**src/rtl/eprom_rd_pkg.sv**
```systemverilog
package eprom_rd_pkg;

    typedef enum logic [1:0] {
        ST_IDLE   = 2'd0,
        ST_SELECT = 2'd1,
        ST_ENABLE = 2'd2,
        ST_FLOAT  = 2'd3
    } rd_state_t;

    function automatic int ceil_div(input int num, input int den);
        return (num + den - 1) / den;
    endfunction

    function automatic int at_least_one(input int v);
        return (v < 1) ? 1 : v;
    endfunction

endpackage

```
**src/rtl/eprom_ce_decode.sv**
```systemverilog
module eprom_ce_decode #(
    parameter int NUM_DEV = 4,
    parameter int BANK_W  = 2
) (
    input  logic [BANK_W-1:0]  bank,
    input  logic               enable,
    output logic [NUM_DEV-1:0] ce_n
);

    for (genvar g = 0; g < NUM_DEV; g++) begin : g_dev
        assign ce_n[g] = !(enable && (bank == BANK_W'(g)));
    end

endmodule

```
**src/rtl/eprom_wait_timer.sv**
```systemverilog
module eprom_wait_timer #(
    parameter int W = 4
) (
    input  logic         clk,
    input  logic         rst_n,
    input  logic         load,
    input  logic [W-1:0] load_val,
    output logic         expired
);

    logic [W-1:0] cnt_q;

    always_ff @(posedge clk or negedge rst_n) begin
        if (!rst_n) begin
            cnt_q <= '0;
        end else if (load) begin
            cnt_q <= load_val;
        end else if (cnt_q != '0) begin
            cnt_q <= cnt_q - 1'b1;
        end
    end

    assign expired = (cnt_q == '0);

endmodule

```
**src/rtl/eprom_read_bridge.sv**
```systemverilog
module eprom_read_bridge
    import eprom_rd_pkg::*;
#(
    parameter int NUM_DEV    = 4,
    parameter int ADDR_W     = 20,
    parameter int DATA_W     = 8,
    parameter int CLK_PS     = 8000,
    parameter int T_ACC_PS   = 45000,
    parameter int T_OE_PS    = 25000,
    parameter int T_FLOAT_PS = 25000
) (
    input  logic                                 clk,
    input  logic                                 rst_n,
    input  logic                                 req_valid,
    output logic                                 req_ready,
    input  logic [(NUM_DEV>1?$clog2(NUM_DEV):1)-1:0] req_bank,
    input  logic [ADDR_W-1:0]                    req_addr,
    output logic                                 rsp_valid,
    output logic [DATA_W-1:0]                    rsp_data,
    output logic [ADDR_W-1:0]                    mem_addr,
    output logic [NUM_DEV-1:0]                   mem_ce_n,
    output logic                                 mem_oe_n,
    input  logic [DATA_W-1:0]                    mem_data
);

    localparam int BANK_W    = (NUM_DEV > 1) ? $clog2(NUM_DEV) : 1;
    localparam int ACC_CYC   = at_least_one(ceil_div(T_ACC_PS, CLK_PS));
    localparam int OE_CYC    = at_least_one(ceil_div(T_OE_PS, CLK_PS));
    localparam int FLOAT_CYC = at_least_one(ceil_div(T_FLOAT_PS, CLK_PS));
    localparam int SEL_CYC   = at_least_one(ACC_CYC - OE_CYC);
    localparam int MAX_CYC   = (SEL_CYC > OE_CYC)
                             ? ((SEL_CYC > FLOAT_CYC) ? SEL_CYC : FLOAT_CYC)
                             : ((OE_CYC > FLOAT_CYC) ? OE_CYC : FLOAT_CYC);
    localparam int CNT_W     = $clog2(MAX_CYC + 1);
    localparam logic [CNT_W-1:0] SEL_LOAD   = CNT_W'(SEL_CYC - 1);
    localparam logic [CNT_W-1:0] OE_LOAD    = CNT_W'(OE_CYC - 1);
    localparam logic [CNT_W-1:0] FLOAT_LOAD = CNT_W'(FLOAT_CYC - 1);

    rd_state_t           state_q, state_d;
    logic                accept;
    logic                t_load;
    logic [CNT_W-1:0]    t_val;
    logic                t_expired;
    logic                sample;
    logic                sel_active;
    logic [BANK_W-1:0]   bank_q, bank_d;
    logic [ADDR_W-1:0]   addr_q;
    logic [NUM_DEV-1:0]  ce_dec_n;
    logic [NUM_DEV-1:0]  ce_n_q;
    logic                oe_n_q;
    logic                rsp_valid_q;
    logic [DATA_W-1:0]   rsp_data_q;

    assign accept = (state_q == ST_IDLE) && req_valid;
    assign sample = (state_q == ST_ENABLE) && t_expired;
    assign bank_d = accept ? req_bank : bank_q;
    assign sel_active = (state_d == ST_SELECT) || (state_d == ST_ENABLE);

    eprom_wait_timer #(.W(CNT_W)) u_timer (
        .clk      (clk),
        .rst_n    (rst_n),
        .load     (t_load),
        .load_val (t_val),
        .expired  (t_expired)
    );

    eprom_ce_decode #(.NUM_DEV(NUM_DEV), .BANK_W(BANK_W)) u_dec (
        .bank   (bank_d),
        .enable (sel_active),
        .ce_n   (ce_dec_n)
    );

    // Next-state logic
    always_comb begin
        state_d = state_q;
        t_load  = 1'b0;
        t_val   = '0;
        unique case (state_q)
            ST_IDLE: begin
                if (req_valid) begin
                    state_d = ST_SELECT;
                    t_load  = 1'b1;
                    t_val   = SEL_LOAD;
                end
            end
            ST_SELECT: begin
                if (t_expired) begin
                    state_d = ST_ENABLE;
                    t_load  = 1'b1;
                    t_val   = OE_LOAD;
                end
            end
            ST_ENABLE: begin
                if (t_expired) begin
                    state_d = ST_FLOAT;
                    t_load  = 1'b1;
                    t_val   = FLOAT_LOAD;
                end
            end
            ST_FLOAT: begin
                if (t_expired) begin
                    state_d = ST_IDLE;
                end
            end
            default: state_d = ST_IDLE;
        endcase
    end

    // State register
    always_ff @(posedge clk or negedge rst_n) begin
        if (!rst_n) begin
            state_q <= ST_IDLE;
        end else begin
            state_q <= state_d;
        end
    end

    // Registered outputs, derived from the next state so pins are glitch-free
    always_ff @(posedge clk or negedge rst_n) begin
        if (!rst_n) begin
            ce_n_q      <= '1;
            oe_n_q      <= 1'b1;
            rsp_valid_q <= 1'b0;
            rsp_data_q  <= '0;
            addr_q      <= '0;
            bank_q      <= '0;
        end else begin
            ce_n_q      <= ce_dec_n;
            oe_n_q      <= (state_d != ST_ENABLE);
            rsp_valid_q <= sample;
            if (sample) begin
                rsp_data_q <= mem_data;
            end
            if (accept) begin
                addr_q <= req_addr;
                bank_q <= req_bank;
            end
        end
    end

    assign req_ready = (state_q == ST_IDLE);
    assign rsp_valid = rsp_valid_q;
    assign rsp_data  = rsp_data_q;
    assign mem_addr  = addr_q;
    assign mem_ce_n  = ce_n_q;
    assign mem_oe_n  = oe_n_q;

endmodule

```
**config.mk**
```make
export PLATFORM = sky130hd
export DESIGN_NAME = eprom_read_bridge
export DESIGN_NICKNAME = d
export VERILOG_FILES = /design/src/rtl/eprom_rd_pkg.sv /design/src/rtl/eprom_ce_decode.sv /design/src/rtl/eprom_wait_timer.sv /design/src/rtl/eprom_read_bridge.sv
export SDC_FILE = /design/constraint.sdc
export NUM_CORES = 1
export LEC_CHECK = 0
export CAP_MARGIN = 20
export CORE_ASPECT_RATIO = 0.7
export CORE_MARGIN = 4
export CORE_UTILIZATION = 40
export CTS_BUF_LIST = sky130_fd_sc_hd__clkbuf_8
export CTS_CLUSTER_SIZE = 20
export DETAILED_ROUTE_END_ITERATION = 16
export DONT_BUFFER_PORTS = 1
export PLACE_DENSITY = 0.64
export SLEW_MARGIN = 15
export SYNTH_ARGS = -nofsm -noshare
export SYNTH_HDL_FRONTEND = slang
export SYNTH_HIERARCHICAL = 1
export SYNTH_SLANG_ARGS = --single-unit
```
**constraint.sdc**
```tcl
create_clock -name clk -period 5.2 [get_ports clk]
set_clock_uncertainty 0.15 [all_clocks]
set_input_delay 1.04 -clock clk [delete_from_list [all_inputs] [get_ports clk]]
set_output_delay 1.04 -clock clk [all_outputs]
set_load 0.02 [all_outputs]
```
==> metrics.txt, run 1 <==
# TYPE chip_impl_metric gauge
chip_impl_info{name="result_of_the_run",value="finished clean"} 1
chip_impl_metric{name="setup_slack",unit="ns"} 2.54
chip_impl_metric{name="power.density_cell_area",unit="mW/mm2"} 721
chip_impl_metric{name="detail-route-antenna-nets",unit=""} 0
chip_impl_metric{name="remaining_drc_errors",unit=""} 0
chip_impl_metric{name="cts-root-to-sink-buffers",unit=""} 2
chip_impl_metric{name="synth_edf_count",unit=""} 0
chip_impl_metric{name="htreeDepth",unit=""} 2
chip_impl_metric{name="groute.usage.overall",unit="%"} 11.4
chip_impl_metric{name="worst_slew_pin_slew",unit="ns"} 0.735
chip_impl_metric{name="first_global_vias",unit=""} 1088
chip_impl_metric{name="final_net_count",unit=""} 173
chip_impl_metric{name="grt_overflow",unit=""} 0
chip_impl_metric{name="setup_slack_placement",unit="ns"} 2.50
chip_impl_metric{name="routed-via-count",unit=""} 958
chip_impl_metric{name="port_buffers",unit=""} 0
chip_impl_metric{name="fill_cells",unit=""} 379
chip_impl_metric{name="worstPathRequired",unit="ns"} 5.23
chip_impl_metric{name="grt_max_degree",unit=""} 42
chip_impl_metric{name="dp.final_hpwl",unit="um"} 2300
chip_impl_info{name="timing.critical_path.to_type",value="flop"} 1
chip_impl_metric{name="final.period_utilization",unit="%"} 51.1
chip_impl_metric{name="cts_repair_resizes",unit=""} 0
chip_impl_metric{name="vdd.ir_drop.worst",unit="uV"} 296
chip_impl_info{name="synth_largest_area_cell",value="sky130_fd_sc_hd__dfrtp_1"} 1
chip_impl_metric{name="worst-endpoint-arrival",unit="ns"} 2.69
chip_impl_metric{name="cts_hold_buffers",unit=""} 0
chip_impl_info{name="worst-setup-path-type",value="reg -> reg"} 1
chip_impl_metric{name="hold_viol",unit=""} 0
chip_impl_info{name="post-synth-top-count-cell",value="sky130_fd_sc_hd__dfrtp_1"} 1
chip_impl_info{name="critical_path.startpoint_type",value="flop"} 1
chip_impl_metric{name="yosysSeqAreaShare",unit="%"} 56.3
chip_impl_metric{name="std_cell_rows",unit=""} 20
chip_impl_metric{name="antenna-diode-count",unit=""} 0
chip_impl_metric{name="route.detailed.wl_per_inst",unit="um"} 17.1
chip_impl_metric{name="synth_cell_types",unit=""} 28
chip_impl_metric{name="flow.area_growth_from_synthesis",unit="%"} 9.08
chip_impl_metric{name="detailedRoute.firstPassIterationCount",unit=""} 4
chip_impl_metric{name="design.die.area",unit="mm2"} 0.00575
chip_impl_metric{name="io_pins",unit=""} 68
chip_impl_metric{name="placement.cell_area",unit="mm2"} 0.00188
chip_impl_info{name="tritoncts",value="built"} 1
chip_impl_metric{name="max_cap_violations",unit=""} 0
chip_impl_metric{name="ff_latch_area",unit="mm2"} 0.00103
chip_impl_metric{name="ys_async_rst_share",unit="%"} 100
chip_impl_metric{name="synthDominantCellAreaShare",unit="%"} 49.1
chip_impl_metric{name="gp_weighted_congestion",unit=""} 0.720
chip_impl_metric{name="postLayoutCellArea",unit="mm2"} 0.00200
chip_impl_metric{name="setup_tns",unit="ns"} 0
chip_impl_info{name="synth.cells.most_frequent",value="36 x sky130_fd_sc_hd__dfrtp_1, 19 x sky130_fd_sc_hd__mux2_4, 11 x sky130_fd_sc_hd__inv_1, 11 x sky130_fd_sc_hd__mux2_2, 9 x sky130_fd_sc_hd__ha_1"} 1
chip_impl_metric{name="synthesis.nets",unit=""} 168
chip_impl_metric{name="highest_clock_rate",unit="MHz"} 376
chip_impl_info{name="critical_path.slowest_cell",value="sky130_fd_sc_hd__a21oi_1"} 1
chip_impl_info{name="postSynth.topFlopCell",value="sky130_fd_sc_hd__dfrtp_1"} 1
chip_impl_metric{name="drt-initial-drc-count",unit=""} 17
chip_impl_metric{name="synth_warnings",unit=""} 6
chip_impl_metric{name="max-slew-margin-rel",unit="%"} 50.8
chip_impl_metric{name="report.final.slew_viol_count",unit=""} 0
chip_impl_metric{name="postSynthAreaPerCell",unit="um2"} 14.5
chip_impl_info{name="unrepaired_setup_endpoints_after_global_routing",value="no"} 1
chip_impl_metric{name="global_route_wire_length_before_repair",unit="um"} 5020
chip_impl_metric{name="grt_antenna_before_repair",unit=""} 0
chip_impl_metric{name="core_area",unit="mm2"} 0.00438
chip_impl_info{name="cp_common_cell",value="sky130_fd_sc_hd__inv_1"} 1
chip_impl_metric{name="postCtsSetupRepairBufs",unit=""} 0
chip_impl_info{name="cts_root_buffer",value="sky130_fd_sc_hd__clkbuf_8"} 1
chip_impl_metric{name="clock_transition_at_the_register_clock_pins_on_the_worst_setup_and_hold_paths_after_cts",unit="ns"} 0.08
chip_impl_metric{name="ys_ff_latch",unit=""} 41
chip_impl_metric{name="worst_skew_pair.late_latency",unit="ns"} 0.29
chip_impl_metric{name="vias_per_cell",unit=""} 5.12
chip_impl_metric{name="clock_sink_count",unit=""} 41
chip_impl_metric{name="postRouteWirelength",unit="um"} 3190
chip_impl_metric{name="critical_path.max_fanout",unit=""} 23
chip_impl_metric{name="syn_area",unit="mm2"} 0.00183
chip_impl_metric{name="final_period_minus_worst_setup_slack",unit="ns"} 2.66
chip_impl_info{name="holdCritPathClass",value="in -> async"} 1
chip_impl_metric{name="p_leak",unit="uW"} 0.000940
chip_impl_metric{name="die_height",unit="um"} 64.6
chip_impl_metric{name="area_occupied_by_multi_input_gates",unit="um2"} 737
chip_impl_metric{name="floorplan.initialDensity",unit="%"} 41.9
chip_impl_metric{name="chipWidth",unit="um"} 88.9
chip_impl_metric{name="final_layout_size_suffix_gt1_share",unit="%"} 34.8
chip_impl_metric{name="synth_cells",unit=""} 126
chip_impl_info{name="post_synth_main_area_contributors",value="sky130_fd_sc_hd__dfrtp_1 49%, sky130_fd_sc_hd__mux2_4 16%, sky130_fd_sc_hd__dfstp_2 7.2%, sky130_fd_sc_hd__mux2_2 6.8%, sky130_fd_sc_hd__ha_1 6.1%"} 1
chip_impl_metric{name="numCtsBuffers",unit=""} 5
chip_impl_metric{name="setup-violations-final",unit=""} 0
chip_impl_info{name="worstPathCellList",value="inv_1, ha_1, nand2_2, a21oi_1, inv_1, a221oi_1"} 1
chip_impl_metric{name="critical_path.max_stage_delay",unit="ns"} 0.60
## where the power goes
| group | leakage, uW | internal [uW] | switching, uW |
|---|---|---|---|
| Combinational | 0.000404 | 255 | 190 |
| Sequential | 0.000479 | 478 | 257 |
| Clock | 0.0000574 | 156 | 107 |
## logic make-up (layout without fill, tap and decap cells)
logic type / count (synthesis) / count (layout) / share of synthesized area, %
buf+inv: 13 / 19 / 3.48
mux: 30 / 30 / 22.3
simple gates: 22 / 22 / 7.24
compound gates: 10 / 10 / 4.30
other cells: 1 / 1 / 0.205
fa+ha+maj: 9 / 9 / 6.14
flops: 41 / 41 / 56.3
## layer usage
layer / part of all wire [%] / track usage (%)
met1: 40 / 12.3
met3: 14 / 5.97
met2: 46 / 19.2
met5: 0 / 0
met4: 0.25 / 3.40
## sequential cells by signal, indices dropped and copies added (netlist names)
name / cells
mem_addr: 20
state_q: 2
mem_ce_n: 4
rsp_valid: 1
u_timer/cnt_q: 3
mem_oe_n: 1
rsp_data: 8
bank_q: 2
## path summary, 6_finish.rpt
path | start | end | slack (ns) | depth (start not counted)
worst max-delay path | state_q[0] | u_timer/cnt_q[0] | 2.54 | 6
worst min-delay path | rst_n | mem_addr[0] | 0.28 | 0
worst max register to register | state_q[0] | u_timer/cnt_q[0] | 2.54 | 6
worst min register to register | bank_q[0] | bank_q[0] | 0.38 | 1
max in group asynchronous | rst_n | mem_ce_n[3] | 4.43 | 0
min in group clk | bank_q[0] | bank_q[0] | 0.38 | 1
## critical path: cells and delay by family, from the launching register on
kind / cells / cell delay [ns]
AO/OA/AOI/OAI: 2 / 0.91
AND/OR/NAND/NOR: 1 / 0.48
flip-flops: 1 / 0.44
adder cells (fa/ha/maj): 1 / 0.32
buffers and inverters: 2 / 0.24
## cells in the final DEF (no fill, tap or decap)
master,n
sky130_fd_sc_hd__a21oi_1,2
sky130_fd_sc_hd__o31ai_1,1
sky130_fd_sc_hd__a221oi_1,1
sky130_fd_sc_hd__a31oi_1,1
sky130_fd_sc_hd__nand3_1,1
sky130_fd_sc_hd__or2b_1,1
sky130_fd_sc_hd__dfrtp_1,36
sky130_fd_sc_hd__dfstp_2,5
sky130_fd_sc_hd__nand2_2,2
sky130_fd_sc_hd__nor2_1,5
sky130_fd_sc_hd__nand3b_1,2
sky130_fd_sc_hd__a311oi_1,1
sky130_fd_sc_hd__nand2_1,2
sky130_fd_sc_hd__a2111oi_2,1
sky130_fd_sc_hd__clkbuf_8,6
sky130_fd_sc_hd__inv_1,11
sky130_fd_sc_hd__clkinvlp_4,1
sky130_fd_sc_hd__mux2_2,11
sky130_fd_sc_hd__or2_1,1
sky130_fd_sc_hd__mux2_4,19
sky130_fd_sc_hd__nor2b_1,3
sky130_fd_sc_hd__o31a_1,1
sky130_fd_sc_hd__or3b_1,2
sky130_fd_sc_hd__nand2b_1,1
sky130_fd_sc_hd__conb_1,1
sky130_fd_sc_hd__nor4b_1,2
sky130_fd_sc_hd__o21ai_0,1
sky130_fd_sc_hd__a2bb2oi_1,1
sky130_fd_sc_hd__bufinv_16,1
sky130_fd_sc_hd__ha_1,9
## final cells by class
class,count,share of cell area (%)
tap,55,3.44
clock buffer,6,4.13
sequential,41,51.6
inverter,11,2.07
clock inverter,2,1.88
multi-input combinational,72,36.9
## per-stage QoR
stage / hold slack, ns / utilization, % / cells / total power (uW)
finish: 0.283 / 45.7 / 187 / 1440
detailed placement: 0.366 / 42.9 / 179 / 1190
global placement: 0.348 / 42.9 / 179 / 1160
floorplan: 0.336 / - / 126 / 1100
CTS: 0.272 / 45.7 / 187 / 1460
global route: 0.262 / 45.7 / 187 / 1540
Note: power is estimated with default switching activity, not from simulation.
==> inputs of run 2 (changes only) <==
--- a/config.mk
+++ b/config.mk
@@ -13,7 +13,7 @@
 export CTS_CLUSTER_SIZE = 20
 export DETAILED_ROUTE_END_ITERATION = 16
 export DONT_BUFFER_PORTS = 1
-export PLACE_DENSITY = 0.64
+export PLACE_DENSITY = 0.66
 export SLEW_MARGIN = 15
 export SYNTH_ARGS = -nofsm -noshare
 export SYNTH_HDL_FRONTEND = slang
==> constraint.sdc (replaced) <==
create_clock -name clk -period 2.4 [get_ports clk]
set_clock_uncertainty 0.15 [all_clocks]
set_input_delay 0.48 -clock clk [delete_from_list [all_inputs] [get_ports clk]]
set_output_delay 0.48 -clock clk [all_outputs]
set_load 0.02 [all_outputs]
==> metrics.txt, run 2 (synthesis results as in run 1) <==
# TYPE chip_impl_metric gauge
chip_impl_info{name="result_of_the_run",value="finished clean"} 1
chip_impl_metric{name="p_leak",unit="uW"} 0.000974
chip_impl_metric{name="first_global_vias",unit=""} 1080
chip_impl_info{name="layout.cells.most_common",value="sky130_fd_sc_hd__dfrtp_1"} 1
chip_impl_metric{name="worstPathRequired",unit="ns"} 2.45
chip_impl_metric{name="worst-endpoint-arrival",unit="ns"} 2.37
chip_impl_metric{name="port_buffers",unit=""} 0
chip_impl_metric{name="std_cell_rows",unit=""} 20
chip_impl_metric{name="io_pins",unit=""} 68
chip_impl_metric{name="worst_skew_pair.late_latency",unit="ns"} 0.28
chip_impl_metric{name="clock_transition_at_the_register_clock_pins_on_the_worst_setup_and_hold_paths_after_cts",unit="ns"} 0.07
chip_impl_metric{name="hold_viol",unit=""} 0
chip_impl_metric{name="report.final.slew_viol_count",unit=""} 0
chip_impl_metric{name="gp_weighted_congestion",unit=""} 0.782
chip_impl_metric{name="clock_sink_count",unit=""} 41
chip_impl_metric{name="floorplan.initialDensity",unit="%"} 41.9
chip_impl_info{name="holdCritPathClass",value="in -> reg"} 1
chip_impl_info{name="worst-setup-path-type",value="reg -> reg"} 1
chip_impl_info{name="layout.cells.most_common_list",value="36 x sky130_fd_sc_hd__dfrtp_1, 19 x sky130_fd_sc_hd__mux2_4, 11 x sky130_fd_sc_hd__inv_1, 11 x sky130_fd_sc_hd__mux2_2, 8 x sky130_fd_sc_hd__ha_1"} 1
chip_impl_info{name="timing.critical_path.to_type",value="flop"} 1
chip_impl_metric{name="global_route_wire_length_before_repair",unit="um"} 5040
chip_impl_metric{name="max_cap_violations",unit=""} 0
chip_impl_metric{name="drt-initial-drc-count",unit=""} 33
chip_impl_metric{name="total_power",unit="uW"} 3100
chip_impl_metric{name="remaining_drc_errors",unit=""} 0
chip_impl_metric{name="power.density_cell_area",unit="mW/mm2"} 1500
chip_impl_metric{name="die_height",unit="um"} 64.6
chip_impl_metric{name="largest_register_ffs",unit=""} 20
chip_impl_metric{name="dp.final_hpwl",unit="um"} 2280
chip_impl_metric{name="htreeDepth",unit=""} 2
chip_impl_metric{name="final_net_count",unit=""} 180
chip_impl_metric{name="core_area",unit="mm2"} 0.00438
chip_impl_metric{name="antenna-diode-count",unit=""} 0
chip_impl_metric{name="highest_clock_rate",unit="MHz"} 431
chip_impl_info{name="cts_root_buffer",value="sky130_fd_sc_hd__clkbuf_8"} 1
chip_impl_metric{name="final_period_minus_worst_setup_slack",unit="ns"} 2.32
chip_impl_metric{name="detailedRoute.firstPassIterationCount",unit=""} 2
chip_impl_metric{name="grt_max_degree",unit=""} 42
chip_impl_metric{name="fin_util",unit="%"} 47.0
chip_impl_metric{name="design.die.area",unit="mm2"} 0.00575
chip_impl_metric{name="routed-via-count",unit=""} 991
chip_impl_metric{name="fill_cells",unit=""} 369
chip_impl_metric{name="vdd.ir_drop.worst",unit="uV"} 618
chip_impl_metric{name="postRouteWirelength",unit="um"} 3240
chip_impl_metric{name="groute.usage.overall",unit="%"} 11.5
chip_impl_metric{name="route.detailed.wl_per_inst",unit="um"} 16.7
chip_impl_metric{name="chipWidth",unit="um"} 88.9
chip_impl_metric{name="vias_per_cell",unit=""} 5.11
chip_impl_metric{name="final_layout_size_suffix_gt1_share",unit="%"} 40.3
chip_impl_metric{name="worst_hold_slack",unit="ns"} 0.190
chip_impl_info{name="critical_path.startpoint_type",value="flop"} 1
chip_impl_metric{name="flow.area_growth_from_synthesis",unit="%"} 12.4
chip_impl_metric{name="final.period_utilization",unit="%"} 96.6
chip_impl_info{name="tritoncts",value="built"} 1
chip_impl_metric{name="grt_overflow",unit=""} 0
chip_impl_metric{name="detail-route-antenna-nets",unit=""} 0
chip_impl_metric{name="cts-root-to-sink-buffers",unit=""} 2
chip_impl_metric{name="critical_path.max_fanout",unit=""} 4
chip_impl_metric{name="setup-violations-final",unit=""} 0
chip_impl_metric{name="grt_antenna_before_repair",unit=""} 0
chip_impl_metric{name="numCtsBuffers",unit=""} 5
[run 2: cell types whose count changed in the layout (fill, tap and decap cells not counted), sizes merged]
cell / change
inv: +3
bufinv: -1
dlygate4sd3: +1
clkbuf: -1
clkinvlp: -1
buf: +6
[run 2: cell type report]
class                   count  area, um2  share of cell area, %
well taps                  55       68.8                   3.34
flip-flops and latches     41       1030                   50.1
inverters                  11       41.3                   2.00
clock inverters             3       11.3                  0.547
clock buffers               5       68.8                   3.34
multi-input cells          72        769                   37.4
repair buffers              7       67.6                   3.28
[run 2: layer usage]
layer,GRT usage [%],vias up,share of wire (%)
li1,-,453,-
met1,12.8,471,40
met2,18.7,59,46
met3,5.97,8,13
met4,4.15,0,1.3
met5,0,-,0
[run 2: power by group]
group | internal (uW) | total, uW | switching, uW
sequential | 1040 | 1600 | 563
clock | 194 | 400 | 207
combinational | 627 | 1100 | 470
[run 2: path summary, 6_finish.rpt]
check	slack, ns	startpoint	cells after the start	end
min in group asynchronous	0.51	rst_n	2	mem_addr[18]
worst min-delay path	0.19	req_addr[0]	1	mem_addr[0]
worst max register to register	0.08	u_timer/cnt_q[0]	10	mem_ce_n[0]
worst min register to register	0.37	bank_q[0]	1	bank_q[0]
worst max-delay path	0.08	u_timer/cnt_q[0]	10	mem_ce_n[0]
max in group asynchronous	1.34	rst_n	2	mem_oe_n
[run 2: worst max-delay path, stage by stage, from the launching register on]
cell and delay, ns:
sky130_fd_sc_hd__dfrtp_1 0.40, sky130_fd_sc_hd__inv_2 0.08, sky130_fd_sc_hd__ha_2 0.23, sky130_fd_sc_hd__nand2b_4 0.07, sky130_fd_sc_hd__inv_2 0.07, sky130_fd_sc_hd__inv_1 0.08
sky130_fd_sc_hd__a2111oi_4 0.38, sky130_fd_sc_hd__nor2_1 0.08, sky130_fd_sc_hd__ha_1 0.29, sky130_fd_sc_hd__inv_2 0.08, sky130_fd_sc_hd__or3b_1 0.34
[run 2: stage by stage]
stage / worst slack, ns / setup TNS [ns] / instance area (um2) / std cells
2_1_floorplan: 0.197 / 0 / 1830 / 126
3_3_place_gp: 0.111 / 0 / 1890 / 181
3_5_place_dp: -0.0198 / -0.0198 / 1890 / 181
4_1_cts: 0.00923 / 0 / 2000 / 191
5_1_grt: -0.0298 / -0.0298 / 2060 / 194
6_report: 0.0811 / 0 / 2060 / 194
[run 2: timing repair]
item | 4_1_cts | 5_1_grt
endpoints found under the hold margin | 41 | 0
setup endpoints to repair | 1 | 3
pin swaps | 0 | 1
hold buffers | 2 | 0
gates resized for setup | 1 | 7
buffers inserted | 0 | 3
